===== config.mk =====
export PLATFORM = sky130hd
export DESIGN_NAME = owsc_search_ctrl
export DESIGN_NICKNAME = d
export VERILOG_FILES = /design/src/rtl/owsc_pkg.sv /design/src/rtl/owsc_crc8.sv /design/src/rtl/owsc_branch.sv /design/src/rtl/owsc_search_ctrl.sv
export SDC_FILE = /design/constraint.sdc
export NUM_CORES = 1
export LEC_CHECK = 0
export ABC_AREA = 1
export BUFFER_PORTS_ARGS = -buffer_cell sky130_fd_sc_hd__clkbuf_2
export CAP_MARGIN = 20
export CORE_MARGIN = 2
export CORE_UTILIZATION = 57
export DETAILED_ROUTE_END_ITERATION = 10
export PLACE_DENSITY = 0.89
export SETUP_SLACK_MARGIN = 0.02
export SLEW_MARGIN = 10
export SYNTH_ARGS = -nofsm -noshare
export SYNTH_HDL_FRONTEND = slang
export SYNTH_SLANG_ARGS = --single-unit

===== constraint.sdc =====
create_clock -name clk_i -period 2.4 [get_ports clk_i]
set_input_delay 0.12 -clock clk_i [delete_from_list [all_inputs] [get_ports clk_i]]
set_output_delay 0.12 -clock clk_i [all_outputs]
set_load 0.005 [all_outputs]

===== src/rtl/owsc_pkg.sv =====
package owsc_pkg;
  typedef enum logic [1:0] {
    OP_WR_BYTE = 2'd0,
    OP_RD_BIT  = 2'd1,
    OP_WR_BIT  = 2'd2
  } op_e;

  typedef enum logic [2:0] {
    ST_IDLE, ST_SEND, ST_RD_A, ST_RD_B, ST_WR, ST_FIN
  } state_e;
endpackage


===== src/rtl/owsc_crc8.sv =====
module owsc_crc8 #(
  parameter logic [7:0] POLY = 8'h8C
) (
  input  logic       clk_i,
  input  logic       rst_ni,
  input  logic       clr_i,
  input  logic       en_i,
  input  logic       bit_i,
  output logic [7:0] crc_o
);
  logic fb;
  assign fb = crc_o[0] ^ bit_i;

  always_ff @(posedge clk_i or negedge rst_ni) begin
    if (!rst_ni)    crc_o <= '0;
    else if (clr_i) crc_o <= '0;
    else if (en_i)  crc_o <= (crc_o >> 1) ^ (fb ? POLY : 8'h00);
  end
endmodule


===== src/rtl/owsc_branch.sv =====
module owsc_branch #(
  parameter int POS_W = 7
) (
  input  logic             first_i,
  input  logic             second_i,
  input  logic [POS_W-1:0] idx_i,
  input  logic [POS_W-1:0] stored_i,
  output logic             bit_o,
  output logic             new_conf_o,
  output logic             none_o
);
  always_comb begin
    bit_o      = 1'b0;
    new_conf_o = 1'b0;
    none_o     = 1'b0;
    unique case ({first_i, second_i})
      2'b10: bit_o = 1'b1;
      2'b01: bit_o = 1'b0;
      2'b00: begin
        if (idx_i == stored_i) bit_o = 1'b1;
        else                   new_conf_o = 1'b1;
      end
      default: none_o = 1'b1;
    endcase
  end
endmodule


===== src/rtl/owsc_search_ctrl.sv =====
module owsc_search_ctrl
  import owsc_pkg::*;
#(
  parameter int         ID_W       = 64,
  parameter logic [7:0] CMD_SEARCH = 8'hF0,
  parameter logic [7:0] CMD_ALARM  = 8'hEC
) (
  input  logic            clk_i,
  input  logic            rst_ni,
  input  logic            start_i,
  input  logic            restart_i,
  input  logic            alarm_i,
  output logic            cmd_valid_o,
  output logic [1:0]      cmd_op_o,
  output logic [7:0]      cmd_data_o,
  input  logic            rsp_valid_i,
  input  logic            rsp_bit_i,
  output logic            busy_o,
  output logic            done_o,
  output logic [ID_W-1:0] rom_id_o,
  output logic            more_o,
  output logic            no_dev_o,
  output logic            crc_ok_o
);
  localparam int POS_W = $clog2(ID_W + 1);
  localparam int IDX_W = $clog2(ID_W);
  localparam logic [POS_W-1:0] NONE = POS_W'(ID_W);
  localparam logic [POS_W-1:0] LAST = POS_W'(ID_W - 1);

  state_e           st;
  logic [POS_W-1:0] idx, cur_conf, stored_conf;
  logic             first_q, bit_q;
  logic [7:0]       cmd_q;
  logic             dec_bit, dec_new, dec_none;
  logic [7:0]       crc;
  logic             pair_done, launch;

  assign pair_done = (st == ST_RD_B) && rsp_valid_i;
  assign launch    = (st == ST_IDLE) && start_i;

  owsc_branch #(.POS_W(POS_W)) i_branch (
    .first_i   (first_q),
    .second_i  (rsp_bit_i),
    .idx_i     (idx),
    .stored_i  (stored_conf),
    .bit_o     (dec_bit),
    .new_conf_o(dec_new),
    .none_o    (dec_none)
  );

  owsc_crc8 i_crc (
    .clk_i (clk_i),
    .rst_ni(rst_ni),
    .clr_i (launch),
    .en_i  (pair_done && !dec_none),
    .bit_i (dec_bit),
    .crc_o (crc)
  );

  always_comb begin
    cmd_valid_o = 1'b0;
    cmd_op_o    = OP_RD_BIT;
    cmd_data_o  = 8'h00;
    unique case (st)
      ST_SEND:         begin cmd_valid_o = 1'b1; cmd_op_o = OP_WR_BYTE; cmd_data_o = cmd_q; end
      ST_RD_A, ST_RD_B: cmd_valid_o = 1'b1;
      ST_WR:           begin cmd_valid_o = 1'b1; cmd_op_o = OP_WR_BIT; cmd_data_o = {7'd0, bit_q}; end
      default: ;
    endcase
  end

  assign busy_o = (st != ST_IDLE);

  always_ff @(posedge clk_i or negedge rst_ni) begin
    if (!rst_ni) begin
      st          <= ST_IDLE;
      idx         <= '0;
      cur_conf    <= NONE;
      stored_conf <= NONE;
      first_q     <= 1'b0;
      bit_q       <= 1'b0;
      cmd_q       <= '0;
      rom_id_o    <= '0;
      more_o      <= 1'b0;
      no_dev_o    <= 1'b0;
      crc_ok_o    <= 1'b0;
      done_o      <= 1'b0;
    end else begin
      done_o <= 1'b0;
      unique case (st)
        ST_IDLE: begin
          if (start_i) begin
            st       <= ST_SEND;
            cmd_q    <= alarm_i ? CMD_ALARM : CMD_SEARCH;
            idx      <= '0;
            cur_conf <= NONE;
            no_dev_o <= 1'b0;
            crc_ok_o <= 1'b0;
            if (stored_conf == NONE) rom_id_o <= '0;
          end else if (restart_i) begin
            stored_conf <= NONE;
            more_o      <= 1'b0;
          end
        end
        ST_SEND: if (rsp_valid_i) st <= ST_RD_A;
        ST_RD_A: if (rsp_valid_i) begin
          first_q <= rsp_bit_i;
          st      <= ST_RD_B;
        end
        ST_RD_B: if (rsp_valid_i) begin
          if (dec_none) begin
            stored_conf <= cur_conf;
            more_o      <= (cur_conf != NONE);
            no_dev_o    <= 1'b1;
            done_o      <= 1'b1;
            st          <= ST_IDLE;
          end else begin
            rom_id_o[idx[IDX_W-1:0]] <= dec_bit;
            bit_q <= dec_bit;
            if (dec_new) cur_conf <= idx;
            st <= ST_WR;
          end
        end
        ST_WR: if (rsp_valid_i) begin
          if (idx == LAST) st <= ST_FIN;
          else begin
            idx <= idx + 1'b1;
            st  <= ST_RD_A;
          end
        end
        ST_FIN: begin
          stored_conf <= cur_conf;
          more_o      <= (cur_conf != NONE);
          crc_ok_o    <= (crc == 8'h00);
          if (crc != 8'h00) rom_id_o <= '0;
          done_o      <= 1'b1;
          st          <= ST_IDLE;
        end
        default: st <= ST_IDLE;
      endcase
    end
  end
endmodule


# Word level (Yosys, flattened, before mapping)
# Index checks and enable logic that the tools add are counted.
# word_totals
register_bits	110
out_inout_bits	80
word_cells	123
# classes
add_sub_neg	1
magnitude_cmp	2
n_eq_ne	24
muxes	55
bitwise	2
n_reduce_logical	26
# op_table
operator	count
$mux W64	5
$pmux W64 S3	1
$mux W7	11
$bwmux W64	1
$pmux W7 S2	2
$mux W8	3
$ne A2 B2 Y1 const B	12
$mux W3	7
$pmux W7 S3	1
$pmux W8 S2	1
$pmux W3 S5	1
$reduce_and A5 Y1	3
$mux W1	14
$logic_not A8 Y1	1
$pmux W1 S2	4
$reduce_and A4 Y1	2
$reduce_bool A2 Y1	4
$reduce_bool A8 Y1	1
$xor A7 B8 Y8	1
$add A7 B1 Y7 const B	1
$eq A7 B6 Y1 const B	1
$eq A7 B7 Y1	1
$eq A7 B7 Y1 const B	1
$lt A6 B7 Y1 const B	1
other kinds (22)	30

# Longest topological paths before layout
# Gate-level depths: netlist of run 1.
# logic_depth
word_depth	8
ltp_mapped	13
ltp_nobuf	12

# By module
# From an unflattened synthesis of run 1, not the netlist that was laid out.
# hier_totals
cells_unflattened	822
hier_area_um2	5940.7
# modules_own_cells
mod	n_inst	cells_each	area_per_inst_um2
owsc_search_ctrl	1	738	5373.9
owsc_crc8	1	44	396.6
owsc_branch	1	40	170.2

# Worst setup path after synthesis of run 1
# Ideal clock, no wire load.
# synth_timing
path_kind	register to register
from	register st[2]
to	register rom_id_o[12]
arrival_time_ns	1.605
slack_ns	0.718
stages_incl_launch_ff	14
n_path_buf	2
synth_period_minus_slack_ns	1.682
path_cell_list	dfrtp_1 > inv_2 > nand2_4 > nor2_8 > inv_2 > nand2_4 > inv_2 > nand2_2 > nand3_1 > nor2_2 > buf_6 > buf_4 > nand2_1 > o21ai_1
# synth_between
elab_chain_len	3
word_cells_on_any_way	11
# synth_rtl
element	line	rtl
start, declared	owsc_search_ctrl.sv:30	state_e st;
start signal, assigned	owsc_search_ctrl.sv:76	st <= ST_IDLE;
start signal, assigned	owsc_search_ctrl.sv:93	st <= ST_SEND;
start signal, assigned	owsc_search_ctrl.sv:105	ST_SEND: if (rsp_valid_i) st <= ST_RD_A;
$eq A3 B3 Y1, or another cell as far along	owsc_search_ctrl.sv:90	unique case (st)
$ne A2 B2 Y1 (no line), or another cell as far along	-	
$reduce_and A6 Y1 (no line)	-	
end signal, assigned by index	owsc_search_ctrl.sv:118	rom_id_o[idx[IDX_W-1:0]] <= dec_bit;
end, declared	owsc_search_ctrl.sv:20	output logic [ID_W-1:0] rom_id_o,
# Several ways; a longest one is shown, not always the timed one.
# A chain may end at the register's enable or synchronous reset.

# Final worst setup path of run 1
# layout_timing
from	register st[2]
to	register rom_id_o[34]
# Same word-level chain as after synthesis.

==> results.toml, run 1 <==
[grt]
largest_net_degree_at_the_start_of_global_routing = 73
antenna_found_initial = 0
vias_in_the_first_global_route = 5178
grt_total_usage = 0.289
grt_overflow = 0
wire_length_of_the_first_global_routing_pass_um = 23900

[logic_synthesis]
synth-seq-area-share = 0.483
syn-mean-instance-area_sq_um = 7.46
synthesis.nets = 738
yosys-mux-area-fraction = 0
synth_compound_area_frac = 0.160
yosys.area_share.xor_xnor = 0.00483
synth.top_cells.by_area = "sky130_fd_sc_hd__dfrtp_1 (47%), sky130_fd_sc_hd__o21ai_1 (11%), sky130_fd_sc_hd__nor2_1 (10%), sky130_fd_sc_hd__nand2_1 (9.9%), sky130_fd_sc_hd__nand3_1 (4.1%)"
synth.largest_area_cell = "sky130_fd_sc_hd__dfrtp_1"
async_flop_share = 1.00
synth_adder_area_share = 0.00230
synthDominantCellAreaShare = 0.474
synth_simple_gate_area_share = 0.275
synth_edf_count = 0
synth_ff_type = "sky130_fd_sc_hd__dfrtp_1"
post_synth_inst_count = 730
yosys_register_bits = 105
synthesis.area_sq_mm = 0.00544
dominant_combinational_cell_family_by_area_after_synthesis = "simple AND/OR/NAND/NOR gates"
synthDistinctLibCells = 36
yosys_warnings = 0

[sta]
setup_slack_ns = 0.216
timing.setup.tns_ns = 0
clock_skew_ns = 0.0192
max_slew.worst_pin.slew_ns = 0.697
unrepaired_setup_endpoints_after_global_routing = "no"
slew_headroom = 0.536
finalSetupViolations = 0
report.final.hold_viol_count = 0
maximum_clock_frequency_mhz = 458
min_period_over_period = 0.910
max_slew_vio_count = 0
fin_crit_ns = 2.18

[clock_tree]
post_cts_gate_resize_count = 0
cts_inserted_buffers = 9
cts_root_buf = "sky130_fd_sc_hd__clkbuf_8"
worst_setup_hold_path_clk_slew_ns = 0.10
cts_tree = "yes"
insertion_delay_ns = 0.38
numClockSinks = 105
cts.htree.levels = 3
clockBufferDepth = 2

[place]
place_worst_setup_slack_ns = 0.265
routabilityCongestion = 0.874
portBuffers = 85
post-place-cells = 920
place_hpwl_um = 9920

[cells_and_area]
synthToLayoutAreaGrowth_pct = 14.5
fin_nets = 812
post-route-util = 0.674
layout.cells.non_filler = 938
fraction_of_final_layout_cells_sized_beyond_drive_strength_1 = 0.166
insertedDiodeCount = 0

[floorplan]
fp-row-count = 35
io_pins = 87
design.die.area_sq_mm = 0.0103
die_height_um = 102
initial_core_utilization = 0.589
die_width_um = 102
coreArea_sq_mm = 0.00924

[detailed_routing]
ant_nets = 0
num_vias = 5337
first_pass_iters = 5
route.final.wire_length_um = 14200
detail_route.drc_violations = 0
first_iter_violations = 341
via_per_inst = 5.69
post_drt_wl_per_cell_um = 15.1

[outcome]
status = "completed"

[job]
drv.max_cap_violation_count = 0

[worst_setup_path]
reg2reg_from = "st[2]"
timing_worst_setup_path_type = "reg -> reg"
worst_setup_path_startpoint = "st[2]"
kind_of_capture_point_of_the_worst_setup_path = "flip-flop"
worst_ep_required_time_ns = 2.70
crit_arrival_ns = 2.48
path_max_fanout = 17
critPathLaunchType = "flip-flop"

[power]
power.leakage_nw = 3.01
power.internal_w = 0.00341
power.share.combinational = 0.477
p_sw_frac = 0.461
switching_power_w = 0.00292
power.density_mw_per_mm2 = 1020
vdd_drop_max_v = 0.00114
share_of_total_power_in_the_clock_network = 0.197
relative_contribution_of_sequential_cells_to_total_power = 0.325

[worst_hold_path]
holdCritStartpoint = "rsp_valid_i"
worstHoldPathType = "in -> reg"
final timing paths:
| path | endpoint | slack, ns | cells after the start |
|---|---|---|---|
| min in group asynchronous | rom_id_o[54] | 0.21 | 2 |
| worst max register to register | rom_id_o[34] | 0.22 | 12 |
| worst min-delay path | st[1] | 0.01 | 2 |
| max in group asynchronous | cur_conf[6] | 1.41 | 3 |
| worst min register to register | cmd_q[6] | 0.48 | 2 |
| worst max-delay path | rom_id_o[34] | 0.22 | 12 |
state kept, by name, indices dropped and copies added (netlist names):
| register | cells |
|---|---|
| rom_id_o | 64 |
| i_crc.crc_o | 8 |
| cur_conf | 7 |
| idx | 7 |
| stored_conf | 7 |
| cmd_q | 3 |
| st | 3 |
| bit_q | 1 |
| crc_ok_o | 1 |
| done_o | 1 |
| first_q | 1 |
| more_o | 1 |
| no_dev_o | 1 |
layer usage:
layer  global-route usage  share of wire
met1                0.386           0.42
met2                0.478           0.48
met3               0.0414          0.075
met4                0.116          0.023
met5                    0              0
synth_stat cells (3+ instances only):
master,count
sky130_fd_sc_hd__buf_2,8
sky130_fd_sc_hd__nor2_2,3
sky130_fd_sc_hd__o21ai_0,25
sky130_fd_sc_hd__buf_6,4
sky130_fd_sc_hd__nand2_2,3
sky130_fd_sc_hd__o21ai_1,122
sky130_fd_sc_hd__dfrtp_1,103
sky130_fd_sc_hd__nor3_1,10
sky130_fd_sc_hd__nor2_1,145
sky130_fd_sc_hd__clkbuf_1,15
sky130_fd_sc_hd__nand2_1,144
sky130_fd_sc_hd__o21a_1,3
sky130_fd_sc_hd__inv_2,10
sky130_fd_sc_hd__nand4_1,5
sky130_fd_sc_hd__nand3_1,45
sky130_fd_sc_hd__a21oi_1,7
sky130_fd_sc_hd__o22ai_1,6
sky130_fd_sc_hd__inv_1,46
sky130_fd_sc_hd__buf_4,6
cell usage in the layout, fill, tap and decap left out, drive strengths merged, types with 7 or more instances in the layout:
| cell type | count |
|---|---|
| a21oi | 7 |
| buf | 11 |
| clkbuf | 93 |
| dfrtp | 103 |
| inv | 59 |
| nand2 | 149 |
| nand3 | 45 |
| nor2 | 149 |
| nor3 | 10 |
| o21ai | 147 |
metrics by stage:
step / power, W / hold slack (ns) / area, sq um
final: 0.00633 / 0.0145 / 6230
after global routing: 0.00672 / 0.00748 / 6230
after CTS: 0.00629 / 0.00160 / 6230
after detailed placement: 0.00506 / 0.0938 / 5990
after global placement: 0.00497 / 0.0881 / 5990
after floorplan: 0.00429 / -0.176 / 5440
critical path: stages, from the launching register on:
cell                      delay [ns]
sky130_fd_sc_hd__dfrtp_1        0.44
sky130_fd_sc_hd__inv_2          0.11
sky130_fd_sc_hd__nand2_4        0.08
sky130_fd_sc_hd__nor2_8         0.16
sky130_fd_sc_hd__inv_2          0.08
sky130_fd_sc_hd__nand2_4        0.10
sky130_fd_sc_hd__inv_2          0.06
sky130_fd_sc_hd__nand2_2        0.08
sky130_fd_sc_hd__nand3_1        0.12
sky130_fd_sc_hd__nor2_4         0.42
sky130_fd_sc_hd__buf_12         0.21
sky130_fd_sc_hd__nand3_1        0.08
sky130_fd_sc_hd__o21ai_1        0.15
cell type report:
type / instances / area, sq um
tap: 129 / 161
inverter: 57 / 214
sequential: 105 / 2630
multi-input combinational: 534 / 2420
clock buffer: 9 / 124
clock inverter: 7 / 100
fill: 759 / 3010
timing repair buffer: 97 / 586
power groups by stage:
| stage | logic [W] | clock network [W] | registers, W |
|---|---|---|---|
| final | 0.00302 | 0.00125 | 0.00206 |
| after global routing | 0.00332 | 0.00132 | 0.00208 |
| after CTS | 0.00299 | 0.00125 | 0.00206 |
| after detailed placement | 0.00297 | 0 | 0.00209 |
| after global placement | 0.00289 | 0 | 0.00208 |
| after floorplan | 0.00223 | 0 | 0.00207 |
cell families (layout without fill, tap and decap cells):
group	count (synthesis)	after routing
AND/OR/NAND/NOR	361	361
AO/OA/AOI/OAI	168	168
flip-flops	105	105
buffers and inverters	91	170
XOR/XNOR	3	3
adder cells (fa/ha/maj)	1	1
other	1	1
repair_timing:
item	CTS	global route
setup buffers	0	0
endpoints found under the hold margin	34	0
hold buffers	2	0
No activity file was read; power rests on OpenSTA's default activity.
==> inputs of run 2 (changes only) <==
Settings changed: CTS_BUF_LIST set to sky130_fd_sc_hd__clkbuf_16.
==> results.toml, run 2 (synthesized netlist as in run 1, its figures left out) <==
[worst_setup_path]
kind_of_capture_point_of_the_worst_setup_path = "flip-flop"
ordered_cell_list_for_the_critical_path = "inv_2 > nand2_4 > nor2_8 > inv_2 > nand2_4 > inv_2 > nand2_2 > nand3_1 > nor2_4 > buf_12 > nand2_1 > o21ai_1"
ff2ff_setup_slack_ns = 0.22
critical_path.max_stage_delay_ns = 0.42
timing_worst_setup_path_type = "reg -> reg"
path_max_fanout = 17
crit_family = "simple AND/OR/NAND/NOR gates"
worst_ep_required_time_ns = 2.67
crit_arrival_ns = 2.44
critPathLaunchType = "flip-flop"
cpMostUsedCell = "sky130_fd_sc_hd__inv_2"
critical-path-slowest-cell = "sky130_fd_sc_hd__dfrtp_1"
timing.critical_path.buf_inv = 4

[detailed_routing]
first_pass_iters = 5
post_drt_wl_per_cell_um = 15.4
via_per_inst = 5.71
ant_nets = 0
route.final.wire_length_um = 14400
num_vias = 5346
first_iter_violations = 325
detail_route.drc_violations = 0

[sta]
unrepaired_setup_endpoints_after_global_routing = "no"
clock_skew_ns = 0.00972
timing.setup.tns_ns = 0
max_slew.worst_pin.slew_ns = 0.692
finalHoldWorstSlack_ns = 0.0310
fin_crit_ns = 2.18
slew_headroom = 0.539
min_period_over_period = 0.906
finalSetupViolations = 0
report.final.hold_viol_count = 0
max_slew_vio_count = 0
maximum_clock_frequency_mhz = 460

[clock_tree]
cts.htree.levels = 3
cts_root_buf = "sky130_fd_sc_hd__clkbuf_16"
insertion_delay_ns = 0.35
clockBufferDepth = 2
post-cts-setup-buffer-count = 0
cts_inserted_buffers = 9
numClockSinks = 105
worst_setup_hold_path_clk_slew_ns = 0.07
cts_tree = "yes"

[cells_and_area]
fraction_of_final_layout_cells_sized_beyond_drive_strength_1 = 0.166
layout_top_registers = "rom_id_o x64, i_crc.crc_o x8"
synthToLayoutAreaGrowth_pct = 16.2
register_ranked_first_by_flip_flop_count = "rom_id_o"
final_cell_mix = "sky130_fd_sc_hd__nor2_1 (145), sky130_fd_sc_hd__nand2_1 (143), sky130_fd_sc_hd__o21ai_1 (122)"
max_reg_flops = 64
final_common_cell = "sky130_fd_sc_hd__nor2_1"
fin_nets = 811
insertedDiodeCount = 0

[job]
drv.max_cap_violation_count = 0

[grt]
grt_overflow = 0
grt_total_usage = 0.296
largest_net_degree_at_the_start_of_global_routing = 73
antenna_found_initial = 0
wire_length_of_the_first_global_routing_pass_um = 24400
vias_in_the_first_global_route = 5163

[floorplan]
io_pins = 87
die_width_um = 102
design.die.area_sq_mm = 0.0103
initial_core_utilization = 0.589
fp-row-count = 35
die_height_um = 102
coreArea_sq_mm = 0.00924

[power]
power.density_mw_per_mm2 = 1060
vdd_drop_max_v = 0.00116
power.leakage_nw = 3.05

[place]
routabilityCongestion = 0.874
portBuffers = 85
place_hpwl_um = 9920

[worst_hold_path]
worstHoldPathType = "in -> reg"

[outcome]
status = "completed"
[run 2: changes by cell type in the layout (fill, tap and decap cells not counted), sizes merged]
cell | before | now
dlygate4sd3 | 2 | 1
[run 2: report_power, final]
part / internal, W / total, W / switching (W)
Combinational: 0.000873 / 0.00303 / 0.00216
Clock: 0.000926 / 0.00161 / 0.000686
Sequential: 0.00194 / 0.00206 / 0.000125
[run 2: repair_timing]
action | CTS | global route
gates resized for setup | 0 | 0
hold buffers | 1 | 0
endpoints found under the hold margin | 33 | 0
[run 2: final cells by class]
type                    count  area, sq um
fillers                   742         2920
flip-flops and latches    105         2630
multi-input cells         534         2420
repair buffers             96          576
clock buffers               9          225
inverters                  57          214
well taps                 129          161
clock inverters             7          100
[run 2: per-stage QoR]
stage	worst slack [ns]	total power, W	cells	cell area (sq um)	util
floorplan	0.718	0.00429	730	5440	-
global placement	0.360	0.00497	920	5990	0.648
detailed placement	0.265	0.00506	920	5990	0.648
CTS	0.236	0.00667	937	6320	0.684
global route	0.0575	0.00711	937	6320	0.684
finish	0.225	0.00670	937	6320	0.684
[run 2: worst paths after layout]
check | startpoint | endpoint | cells after the start
min in group asynchronous | rst_ni | rom_id_o[54] | 2
min reg2reg | cmd_q[6] | cmd_q[6] | 2
max | st[2] | rom_id_o[14] | 12
max reg2reg | st[2] | rom_id_o[14] | 12
max in group asynchronous | rst_ni | stored_conf[6] | 3
min | alarm_i | cmd_q[3] | 3
[run 2: worst reg2reg max path: stages (launching register included)]
cell	delay (ns)
sky130_fd_sc_hd__dfrtp_1	0.42
sky130_fd_sc_hd__inv_2	0.11
sky130_fd_sc_hd__nand2_4	0.08
sky130_fd_sc_hd__nor2_8	0.17
sky130_fd_sc_hd__inv_2	0.08
sky130_fd_sc_hd__nand2_4	0.10
sky130_fd_sc_hd__inv_2	0.06
sky130_fd_sc_hd__nand2_2	0.08
sky130_fd_sc_hd__nand3_1	0.12
sky130_fd_sc_hd__nor2_4	0.42
sky130_fd_sc_hd__buf_12	0.22
sky130_fd_sc_hd__nand2_1	0.07
sky130_fd_sc_hd__o21ai_1	0.16
[run 2: metal layers]
metal,vias up,global-route usage,part of all wire
met5,-,0,0
met4,0,0.110,0.021
met3,26,0.0311,0.066
met2,238,0.503,0.50
met1,2542,0.394,0.41
li1,2540,-,-
==> inputs of run 3 (changes only) <==
Settings changed: ABC_AREA 1 to not set.
==> results.toml, run 3 <==
[outcome]
status = "completed"

[logic_synthesis]
post_synth_inst_count = 567
syn-mean-instance-area_sq_um = 9.46
synth-seq-area-share = 0.491
async_flop_share = 1.00
synthDominantCellAreaShare = 0.481
yosys_register_bits = 105
synthesis.area_sq_mm = 0.00536
synthTopCellsByCount = "sky130_fd_sc_hd__dfrtp_1 (103), sky130_fd_sc_hd__o21ai_0 (71), sky130_fd_sc_hd__o21ai_1 (70)"
cell_with_the_most_instances_after_synthesis = "sky130_fd_sc_hd__dfrtp_1"
synth_ff_type = "sky130_fd_sc_hd__dfrtp_1"
synth.top_cells.by_area = "sky130_fd_sc_hd__dfrtp_1 (48%), sky130_fd_sc_hd__o21ai_0 (6.6%), sky130_fd_sc_hd__o21ai_1 (6.5%), sky130_fd_sc_hd__a21oi_1 (6.3%), sky130_fd_sc_hd__nand4b_4 (3.5%)"
synthesis.nets = 575
synth.largest_area_cell = "sky130_fd_sc_hd__dfrtp_1"
yosys_warnings = 0
synth_edf_count = 0
synthDistinctLibCells = 60

[worst_setup_path]
crit_arrival_ns = 2.47
timing_worst_setup_path_type = "reg -> reg"
path_max_fanout = 44
critical-path-slowest-cell = "sky130_fd_sc_hd__dfrtp_1"
ordered_cell_list_for_the_critical_path = "nand3b_2 > o22ai_1 > a211o_4 > buf_12 > o21ai_0 > o21ai_1"
ff2ff_setup_slack_ns = 0.15
kind_of_capture_point_of_the_worst_setup_path = "flip-flop"
critPathLaunchType = "flip-flop"
critical_path.max_stage_delay_ns = 0.55
worst_ep_required_time_ns = 2.62

[detailed_routing]
detail_route.drc_violations = 0
post_drt_wl_per_cell_um = 19.4
ant_nets = 0
via_per_inst = 6.52
first_pass_iters = 8
num_vias = 4879
first_iter_violations = 616
route.final.wire_length_um = 14500

[grt]
grt_total_usage = 0.291
vias_in_the_first_global_route = 4559
wire_length_of_the_first_global_routing_pass_um = 23100
largest_net_degree_at_the_start_of_global_routing = 65
grt_overflow = 0
antenna_found_initial = 0

[floorplan]
coreArea_sq_mm = 0.00920
die_height_um = 101
fp-row-count = 35
design.die.area_sq_mm = 0.0102
die_width_um = 101
io_pins = 87
initial_core_utilization = 0.583

[power]
power.density_mw_per_mm2 = 956
power.leakage_nw = 3.13
vdd_drop_max_v = 0.000498
power.share.combinational = 0.402
switching_power_w = 0.00234
report.power.total_w = 0.00588
p_sw_frac = 0.398
share_of_total_power_in_the_clock_network = 0.236
relative_contribution_of_sequential_cells_to_total_power = 0.363
power.internal_w = 0.00354

[sta]
report.final.hold_viol_count = 0
finalHoldWorstSlack_ns = 0.0833
fin_crit_ns = 2.25
max_slew.worst_pin.slew_ns = 0.737
min_period_over_period = 0.939
finalSetupViolations = 0
max_slew_vio_count = 0
clock_skew_ns = 0.00862
timing.setup.tns_ns = 0
slew_headroom = 0.509
unrepaired_setup_endpoints_after_global_routing = "no"
maximum_clock_frequency_mhz = 444

[clock_tree]
clockBufferDepth = 2
worst_setup_hold_path_clk_slew_ns = 0.07
cts_inserted_buffers = 9
cts_root_buf = "sky130_fd_sc_hd__clkbuf_16"
post-cts-setup-buffer-count = 0
numClockSinks = 105
insertion_delay_ns = 0.35
cts.htree.levels = 3
cts_tree = "yes"

[cells_and_area]
seqCellArea_sq_mm = 0.00263
layout_top_registers = "rom_id_o x64, i_crc.crc_o x8"
fin_nets = 640
multiInputGateArea_sq_mm = 0.00244
register_ranked_first_by_flip_flop_count = "rom_id_o"
final_area_sq_mm = 0.00615
max_reg_flops = 64
final_common_cell = "sky130_fd_sc_hd__dfrtp_1"
fraction_of_final_layout_cells_sized_beyond_drive_strength_1 = 0.235
synthToLayoutAreaGrowth_pct = 14.8
final_cell_mix = "sky130_fd_sc_hd__dfrtp_1 (103), sky130_fd_sc_hd__clkbuf_2 (84), sky130_fd_sc_hd__o21ai_0 (71)"
insertedDiodeCount = 0
fillCellCount = 674

[job]
drv.max_cap_violation_count = 0

[worst_hold_path]
worstHoldPathType = "in -> reg"

[place]
portBuffers = 85
routabilityCongestion = 0.870
place_hpwl_um = 9580
placement.cell_area_sq_mm = 0.00585
run 3: area by class of cell:
class | instances | area share
well taps | 111 | 0.0226
flip-flops and latches | 105 | 0.427
clock buffers | 9 | 0.0366
inverters | 7 | 0.00427
multi-input cells | 401 | 0.396
clock inverters | 7 | 0.00894
repair buffers | 108 | 0.104
run 3: stage by stage:
| step | utilization | worst slack, ns | instances |
|---|---|---|---|
| 6_report | 0.669 | 0.147 | 748 |
| 5_1_grt | 0.669 | 0.0381 | 748 |
| 3_5_place_dp | 0.636 | 0.157 | 730 |
| 2_1_floorplan | - | 0.568 | 567 |
| 3_3_place_gp | 0.636 | 0.237 | 730 |
| 4_1_cts | 0.668 | 0.132 | 748 |
run 3: cell families (layout without fill, tap and decap cells):
group | after synthesis | in the layout | synth area share
buf+inv | 61 | 131 | 0.0565
mux | 4 | 4 | 0.00817
compound gates | 247 | 247 | 0.253
other cells | 1 | 1 | 0.000699
simple gates | 138 | 138 | 0.172
xor+xnor | 10 | 10 | 0.0163
flops | 105 | 105 | 0.491
fa+ha+maj | 1 | 1 | 0.00233
run 3: timing repair:
action,4_1_cts,5_1_grt
hold buffers,2,0
resized for setup,0,1
setup endpoints to repair,0,41
endpoints found under the hold margin,56,0
run 3: final timing paths:
kind / start / to / cells past startpoint
min in group asynchronous: rst_ni / cmd_q[3] / 2
worst min register to register: cmd_q[6] / cmd_q[6] / 1
max in group asynchronous: rst_ni / rom_id_o[24] / 3
worst max register to register: st[2] / rom_id_o[1] / 6
worst max-delay path: st[2] / rom_id_o[1] / 6
worst min-delay path: rsp_valid_i / st[0] / 2
run 3: per-layer routing:
layer,vias to the layer above,track usage,wire length (um)
met5,-,0,0
met4,0,0.114,514
met3,63,0.0811,1330
met2,305,0.438,6980
met1,2331,0.403,5710
li1,2180,-,-
run 3: power by group through the flow:
stage | Sequential (W) | Combinational (W) | Clock (W)
global placement | 0.00215 | 0.00219 | 0
CTS | 0.00213 | 0.00229 | 0.00139
floorplan | 0.00206 | 0.00181 | 0
finish | 0.00213 | 0.00236 | 0.00139
detailed placement | 0.00215 | 0.00226 | 0
global route | 0.00215 | 0.00254 | 0.00147
run 3: critical path, delay by kind of cell (launching register included):
family	cells	cell delay, ns
buffers and inverters	1	0.21
AOI/OAI and AO/OA	4	1.01
DFF	1	0.55
and+or+nand+nor	1	0.32
